==> config.mk <==
export PLATFORM = sky130hd
export DESIGN_NAME = gpio_irq_bank
export DESIGN_NICKNAME = d
export VERILOG_FILES = /design/src/rtl/gpio_irq_pkg.sv /design/src/rtl/gpio_irq_detect.sv /design/src/rtl/gpio_irq_regs.sv /design/src/rtl/gpio_irq_bank.sv
export SDC_FILE = /design/constraint.sdc
export NUM_CORES = 1
export LEC_CHECK = 0
export CAP_MARGIN = 40
export CORE_ASPECT_RATIO = 1.75
export CORE_MARGIN = 3
export CORE_UTILIZATION = 46
export DETAILED_ROUTE_END_ITERATION = 8
export HOLD_SLACK_MARGIN = 0.15
export PLACE_DENSITY = 0.89
export SLEW_MARGIN = 30
export SYNTH_ARGS = -nofsm -noshare
export SYNTH_HDL_FRONTEND = slang
export SYNTH_SLANG_ARGS = --single-unit
export TNS_END_PERCENT = 5
==> constraint.sdc <==
create_clock -name clk -period 1.83 [get_ports clk]
set_clock_uncertainty 0.1 [all_clocks]
set_input_delay 0.4575 -clock clk [delete_from_list [all_inputs] [get_ports clk]]
set_output_delay 0.4575 -clock clk [all_outputs]
set_load 0.02 [all_outputs]
==> src/rtl/gpio_irq_pkg.sv <==
package gpio_irq_pkg;
  localparam int SEL_W = 3;

  typedef enum logic [SEL_W-1:0] {
    EV_FALL = 3'd0,
    EV_RISE = 3'd1,
    EV_BOTH = 3'd2,
    EV_LOW  = 3'd3,
    EV_HIGH = 3'd4
  } ev_sel_e;
endpackage

==> src/rtl/gpio_irq_detect.sv <==
module gpio_irq_detect
  import gpio_irq_pkg::*;
#(
  parameter int NLINES = 32
) (
  input  logic                    clk,
  input  logic                    rst_n,
  input  logic [NLINES-1:0]       line_lvl,
  input  logic [NLINES*SEL_W-1:0] evsel,
  output logic [NLINES-1:0]       hit
);
  logic [NLINES-1:0] prev_q, prev_d;
  logic              primed_q, primed_d;

  // Next state: remember the current sample; edge detection is armed after one edge.
  always_comb begin
    prev_d   = line_lvl;
    primed_d = 1'b1;
  end

  always_ff @(posedge clk or negedge rst_n) begin
    if (!rst_n) begin
      prev_q   <= '0;
      primed_q <= 1'b0;
    end else begin
      prev_q   <= prev_d;
      primed_q <= primed_d;
    end
  end

  for (genvar i = 0; i < NLINES; i++) begin : g_line
    logic [SEL_W-1:0] sel;
    logic             rise, fall, hit_l;

    assign sel  = evsel[i*SEL_W +: SEL_W];
    assign rise = primed_q &  line_lvl[i] & ~prev_q[i];
    assign fall = primed_q & ~line_lvl[i] &  prev_q[i];

    always_comb begin
      case (sel)
        EV_FALL: hit_l = fall;
        EV_RISE: hit_l = rise;
        EV_BOTH: hit_l = rise | fall;
        EV_LOW:  hit_l = ~line_lvl[i];
        EV_HIGH: hit_l =  line_lvl[i];
        default: hit_l = 1'b0;
      endcase
    end

    assign hit[i] = hit_l;

    // unused codes stay silent
    a_r7_reserved_quiet: assert property (@(posedge clk) disable iff (!rst_n)
      (sel > 3'd4) |-> !hit[i]);
    // a high line under code 4 always reports
    a_r6_high_level: assert property (@(posedge clk) disable iff (!rst_n)
      (sel == 3'd4 && line_lvl[i]) |-> hit[i]);
    // a low line under code 3 always reports
    a_r5_low_level: assert property (@(posedge clk) disable iff (!rst_n)
      (sel == 3'd3 && !line_lvl[i]) |-> hit[i]);
  end
endmodule

==> src/rtl/gpio_irq_regs.sv <==
module gpio_irq_regs #(
  parameter int          NLINES  = 32,
  parameter int          AW      = 8,
  parameter logic [7:0]  OFS_ENA = 8'h20,
  parameter logic [7:0]  OFS_DIS = 8'h24,
  parameter logic [7:0]  OFS_MSK = 8'h28,
  parameter logic [7:0]  OFS_PND = 8'h2C
) (
  input  logic              clk,
  input  logic              rst_n,
  input  logic [NLINES-1:0] hit,
  input  logic              bus_sel,
  input  logic              bus_wr,
  input  logic [AW-1:0]     bus_addr,
  input  logic [NLINES-1:0] bus_wdata,
  output logic [NLINES-1:0] bus_rdata,
  output logic [NLINES-1:0] mask_q,
  output logic [NLINES-1:0] stat_q
);
  localparam logic [AW-1:0] A_ENA = AW'(OFS_ENA);
  localparam logic [AW-1:0] A_DIS = AW'(OFS_DIS);
  localparam logic [AW-1:0] A_MSK = AW'(OFS_MSK);
  localparam logic [AW-1:0] A_PND = AW'(OFS_PND);

  logic              wr_ena, wr_dis, rd_any, rd_stat;
  logic              mask_en, stat_en;
  logic [NLINES-1:0] mask_d, stat_d;

  assign wr_ena  = bus_sel &  bus_wr & (bus_addr == A_ENA);
  assign wr_dis  = bus_sel &  bus_wr & (bus_addr == A_DIS);
  assign rd_any  = bus_sel & ~bus_wr;
  assign rd_stat = rd_any & (bus_addr == A_PND);

  // Next state
  always_comb begin
    mask_en = wr_ena | wr_dis;
    mask_d  = mask_q;
    if (wr_ena) mask_d = mask_d |  bus_wdata;
    if (wr_dis) mask_d = mask_d & ~bus_wdata;

    stat_en = rd_stat | (|hit);
    stat_d  = (rd_stat ? '0 : stat_q) | hit;
  end

  always_ff @(posedge clk or negedge rst_n) begin
    if (!rst_n) begin
      mask_q <= '0;
      stat_q <= '0;
    end else begin
      if (mask_en) mask_q <= mask_d;
      if (stat_en) stat_q <= stat_d;
    end
  end

  always_comb begin
    bus_rdata = '0;
    if (rd_any) begin
      if (bus_addr == A_MSK)      bus_rdata = mask_q;
      else if (bus_addr == A_PND) bus_rdata = stat_q;
    end
  end

  a_r8_enable_sets: assert property (@(posedge clk) disable iff (!rst_n)
    wr_ena |=> ((mask_q & $past(bus_wdata)) == $past(bus_wdata)));
  a_r8_disable_clears: assert property (@(posedge clk) disable iff (!rst_n)
    wr_dis |=> ((mask_q & $past(bus_wdata)) == '0));
  a_r9_read_keeps_new: assert property (@(posedge clk) disable iff (!rst_n)
    rd_stat |=> (stat_q == $past(hit)));
  a_r9_sticky_unread: assert property (@(posedge clk) disable iff (!rst_n)
    !rd_stat |=> ((stat_q & $past(stat_q)) == $past(stat_q)));
  a_r10_latch_unmasked: assert property (@(posedge clk) disable iff (!rst_n)
    (|hit) |=> ((stat_q & $past(hit)) == $past(hit)));
endmodule

==> src/rtl/gpio_irq_bank.sv <==
module gpio_irq_bank
  import gpio_irq_pkg::*;
#(
  parameter int NLINES = 32,
  parameter int AW     = 8
) (
  input  logic                    clk,
  input  logic                    rst_n,
  input  logic [NLINES-1:0]       line_lvl,
  input  logic [NLINES*SEL_W-1:0] evsel,
  input  logic                    bus_sel,
  input  logic                    bus_wr,
  input  logic [AW-1:0]           bus_addr,
  input  logic [NLINES-1:0]       bus_wdata,
  output logic [NLINES-1:0]       bus_rdata,
  output logic                    irq_out
);
  logic [NLINES-1:0] hit, mask_q, stat_q;

  gpio_irq_detect #(.NLINES(NLINES)) i_detect (
    .clk      (clk),
    .rst_n    (rst_n),
    .line_lvl (line_lvl),
    .evsel    (evsel),
    .hit      (hit)
  );

  gpio_irq_regs #(.NLINES(NLINES), .AW(AW)) i_regs (
    .clk       (clk),
    .rst_n     (rst_n),
    .hit       (hit),
    .bus_sel   (bus_sel),
    .bus_wr    (bus_wr),
    .bus_addr  (bus_addr),
    .bus_wdata (bus_wdata),
    .bus_rdata (bus_rdata),
    .mask_q    (mask_q),
    .stat_q    (stat_q)
  );

  assign irq_out = |(stat_q & mask_q);

  // a request needs at least one enabled line
  a_r11_irq_needs_mask: assert property (@(posedge clk) disable iff (!rst_n)
    irq_out |-> (mask_q != '0));
  // a request needs at least one pending line
  a_r11_irq_needs_pending: assert property (@(posedge clk) disable iff (!rst_n)
    irq_out |-> (stat_q != '0));
endmodule

# Yosys cells after proc, flatten, opt, wreduce, memory -nomap -nowiden
# Cells that the tools add are included.
[totals] reg_bits=97 in_bits=172 out_inout_bits=33 word_cells=445
[op_classes] n_eq_ne=132 n_mux=38 n_bitwise=237 n_reduce_logical=34
[op_table] operator="equality test 3 x 2 -> 1 bit (second input constant)" n=64
[op_table] operator="2-to-1 mux 32 bit" n=6
[op_table] operator="case mux 1 bit (5 select lines)" n=32
[op_table] operator="AND 1 bit" n=133
[op_table] operator="equality test 3 x 1 -> 1 bit (second input constant)" n=32
[op_table] operator="equality test 3 bit (second input constant)" n=32
[op_table] operator="logical NOT 3 bit" n=32
[op_table] operator="inverter 1 bit" n=65
[op_table] operator="AND 32 bit" n=2
[op_table] operator="bitwise OR 32 bit" n=2
[op_table] operator="OR reduction 32 bit" n=2
[op_table] operator="bitwise OR 1 bit" n=34
[op_table] operator="equality test 8 x 6 -> 1 bit (second input constant)" n=4
[op_table] operator="inverter 32 bit" n=1

# Logic depth before layout (Yosys ltp)
[depth] depth_word=7 depth_mapped=6 ltp_nobuf=4

# By module
# From an unflattened synthesis, not the netlist that was laid out.
[unflattened] hier_cells=667 hier_area_um2=6586.3
[modules_own_cells] module="gpio_irq_detect" instances=1 cells_per_inst=362 area_per_inst_um2=3355.7
[modules_own_cells] module="gpio_irq_regs" instances=1 cells_per_inst=284 area_per_inst_um2=3072.9
[modules_own_cells] module="gpio_irq_bank" instances=1 cells_per_inst=21 area_per_inst_um2=157.7

# Worst setup path before layout
# Ideal clock, no wire load.
[synth_path] path_type="in2out" startpoint="in bus_addr[7]" endpoint="out bus_rdata[10]" arrival_ns=1.473 t_required_ns=1.272 slack_ns=-0.201 stages=4 n_path_buf=1 path_cell_list="nor4_4 > nand3_1 > clkbuf_1 > nor2_1"
[synth_via] elab_chain_cells=4
[synth_rtl] element="from (decl)" line_no="gpio_irq_bank.sv:13" source="input logic [AW-1:0] bus_addr,"
[synth_rtl] element="equality test 8 x 6 -> 1 bit" line_no="gpio_irq_regs.sv:59" source="else if (bus_addr == A_PND) bus_rdata = stat_q;"
[synth_rtl] element="2-to-1 mux 32 bit" line_no="gpio_irq_regs.sv:59"
[synth_rtl] element="2-to-1 mux 32 bit (*)" line_no="gpio_irq_regs.sv:58" source="if (bus_addr == A_MSK) bus_rdata = mask_q;"
[synth_rtl] element="2-to-1 mux 32 bit (*)" line_no="gpio_irq_regs.sv:57" source="if (rd_any) begin"
[synth_rtl] element="to (decl)" line_no="gpio_irq_bank.sv:15" source="output logic [NLINES-1:0] bus_rdata,"
# Every way passes the cells marked *; elsewhere a longest branch is shown, timed or not.

# Worst setup path after layout
[layout_path] startpoint="reg i_regs.stat_q[21]" endpoint="out irq_out"
[layout_via] elab_chain_cells=2
[layout_rtl] element="from (decl)" line_no="gpio_irq_regs.sv:18" source="output logic [NLINES-1:0] stat_q"
[layout_rtl] element="from (signal assigned)" line_no="gpio_irq_regs.sv:51" source="if (stat_en) stat_q <= stat_d;"
[layout_rtl] element="AND 32 bit" line_no="gpio_irq_bank.sv:41" source="assign irq_out = |(stat_q & mask_q);"
[layout_rtl] element="OR reduction 32 bit" line_no="gpio_irq_bank.sv:41"
[layout_rtl] element="to (decl)" line_no="gpio_irq_bank.sv:16" source="output logic irq_out"
# No other way between the ends.

==> results by group <==
Route
  – Residual DRC: 0
  – DRT antenna net count: 0
  – Routed len/inst: a little under 20 µm
  – Routed vias: about 6.3k
  – Vias per Instance: between 5 and 6
  – Post-Route WL: between 20000 and 25000 µm
  – DR pass1 iterations: 4
  – Iter 0 DRT Violations: between 200 and 300

Clock tree
  – CTS clk-pin slew, worst paths: ~70 ps
  – # H-tree levels: 3
  – Clk buf depth: 2
  – CTS tree: done
  – Worst skew pair latency: 350 ps
  – CTS sink cnt: 97
  – Clock root cell: clkbuf_16
  – CTS buffer count: 9

Finish
  – Register Area: approximately 2400 µm²
  – Final core utilization: roughly 78%
  – Final nets: ~1.1k
  – Fraction of layout cells with a size suffix above 1: between 20% and 30%
  – Multi-input gate area: roughly 3600 µm²
  – Area Growth Syn to Fin: 63.5%
  – Fillers: about 830

Pwr
  – Leak: approximately 4.2 nW
  – Pwr dens: ~530 nW/µm²
  – VDD IR max: 613 µV

STA
  – Unrepaired setup endpoints after global routing: yes
  – Fin crit period: roughly 2300 ps
  – Final setup margin: -509 ps
  – Slew Limit Fails: 0
  – Fin. Hold Viols: 0
  – Final period util: 128%
  – Fmax: around 0.43 GHz
  – Final setup vio count: 33

Logic synthesis
  – Async set-reset flop share out of synthesis: between 90% and 100%
  – Mapped Cells: roughly 600
  – Syn nets: 774
  – Post-synth top cells: dfrtp_1 (97), nor4bb_1 (84), mux2i_1 (65)
  – Top-count cell post-synth: dfrtp_1
  – Ys Warns: 0
  – Post-synth top area share: about two fifths
  – Dominant cells by area after synthesis: dfrtp_1 (41%), nor4bb_1 (14%), mux2i_1 (11%), o21ai_0 (5.4%), nor3b_1 (4.5%)
  – Sequential element share of the synthesized area: about two fifths
  – Synth Register Bits: between 90 and 100
  – Ys flop type: dfrtp_1
  – Synth cell types: 31
  – Number of synthesized flops with an enable pin: 0
  – Synthesized area per cell: 9.93 µm²
  – Mapped cell area: 5980 µm²
  – Synth area leader: dfrtp_1

Run status
  – Status: complete, but fails checks
  – Failing checks: setup timing

Placement
  – Routability cong.: between 0.8 and 0.9
  – PortBufs: between 200 and 250
  – Pre-CTS WS: -1170 ps
  – Post-DP HPWL: around 16000 µm

Critical path
  – Slowest cell on crit path: or4_4
  – Crit end category: output port
  – Worst EP required: 1270 ps
  – Sequence of cells on the critical path: a22oi_2 > nand4_1 > or4_4 > buf_6
  – CP delay by family, top: simple AND/OR/NAND/NOR gates
  – Crit path kind: flip-flop to output port
  – Startpoint Class: flip-flop
  – Slowest Stage Delay on Critical Path: ~550 ps
  – Worst-path maximum fanout: 3
  – CP arrival: about 1800 ps
  – Buf+Inv Stages, Crit Path: 1

Global routing
  – M1 GR Usage: between 30% and 40%
  – Busiest grt layer: met2
  – Largest net degree at the start of global routing: 45
  – Initial antenna violation count: 1
  – Met3 Track Usage GR: 5.53%
  – Vias in the first global route: 6929
  – GRT overflow: 0
  – GRT Total Usage: approximately 30%
  – Wire length of the first global-routing pass: roughly 34000 µm
  – Global Route met2 Usage: roughly 55%

Run
  – Maxcap violations: 0

Floorplan
  – Die W: approximately 90 µm
  – Cell Rows: 54
  – # IOs: 205
  – Core Region: between 10000 and 15000 µm²
  – Starting Density: 47.6%
  – Die H: 157 µm
  – DIE AREA: between 10000 and 15000 µm²

Min path
  – Hold Path Class: input pin to async pin
metal layers:
| layer | wire length, µm | up-vias |
|---|---|---|
| met2 | 11700 | 249 |
| li1 | - | 2888 |
| met3 | 1110 | 96 |
| met1 | 7070 | 3051 |
| met5 | 0 | - |
| met4 | 1350 | 0 |
power breakdown:
group / switching (mW) / internal [mW] / total [mW]
Clock: 0.811 / 1.14 / 1.95
Sequential: 0.0480 / 2.21 / 2.25
Combinational: 0.387 / 0.579 / 0.966
Total: 1.25 / 3.92 / 5.17
kinds of logic (layout without fill, tap and decap cells):
family	Yosys count	in the layout	share of synthesized area, %
simple gates	236	236	29.0
compound gates	145	145	14.9
flops	97	97	40.6
mux	65	65	10.9
buf+inv	58	368	4.52
other cells	1	2	0.0627
repair_timing:
item                       CTS  global route
hold buffers                 1             0
pin swaps                   34             3
buffers inserted             3             2
hold endpoints to repair    21             0
gates resized for setup    234             5
gates cloned                 4             0
setup endpoints to repair   97            35
worst paths after layout:
path	start	endpoint	slack, ps	cells past startpoint
max	i_regs.stat_q[21]	irq_out	-510	4
min	rst_n	i_detect.prev_q[11]	450	2
max reg2reg	i_detect.primed_q	i_regs.stat_q[26]	120	5
min reg2reg	flip-flop	flip-flop	460	2
max in group asynchronous	rst_n	i_detect.prev_q[29]	600	3
min in group clk	flip-flop	flip-flop	460	2
cell usage in the layout (no fill, tap or decap), types with 2 or more instances in the layout:
master / n
dfrtp_1: 96
clkbuf_16: 9
a221o_1: 5
clkbuf_8: 2
buf_16: 4
nand4_1: 4
nand2_1: 22
dlygate4sd2_1: 5
buf_4: 107
buf_12: 7
nor3b_1: 36
a22oi_1: 9
nor4bb_1: 82
nand2_2: 14
mux2i_1: 65
clkdlybuf4s50_1: 160
nor4bb_2: 2
buf_6: 30
a22oi_2: 9
nor2_4: 31
o21ai_0: 64
nor2_1: 2
inv_1: 34
nor2b_1: 31
a21oi_1: 32
nor3_1: 3
nand4bb_1: 2
buf_2: 2
a211o_1: 25
layout make-up:
class / instances / area share, %
repair buffers: 318 / 31.7
multi-input cells: 447 / 36.8
diodes: 1 / 0.0256
inverters: 34 / 1.31
well taps: 168 / 2.15
clock buffers: 12 / 2.62
clock inverters: 4 / 0.525
flip-flops and latches: 97 / 24.8
through the flow:
stage | instances | instance area (µm²) | power (mW) | TNS (ps) | hold WS, ps
global route | 1081 | 9770 | 5.36 | -14270 | 484
CTS | 1078 | 9730 | 5.19 | -11070 | 456
finish | 1081 | 9770 | 5.17 | -11050 | 447
floorplan | 602 | 6240 | 2.57 | -2290 | 61.9
global placement | 1054 | 9180 | 3.18 | -65350 | 280
detailed placement | 1054 | 9180 | 3.24 | -71660 | 285
No activity file was read; power rests on OpenSTA's default activity.
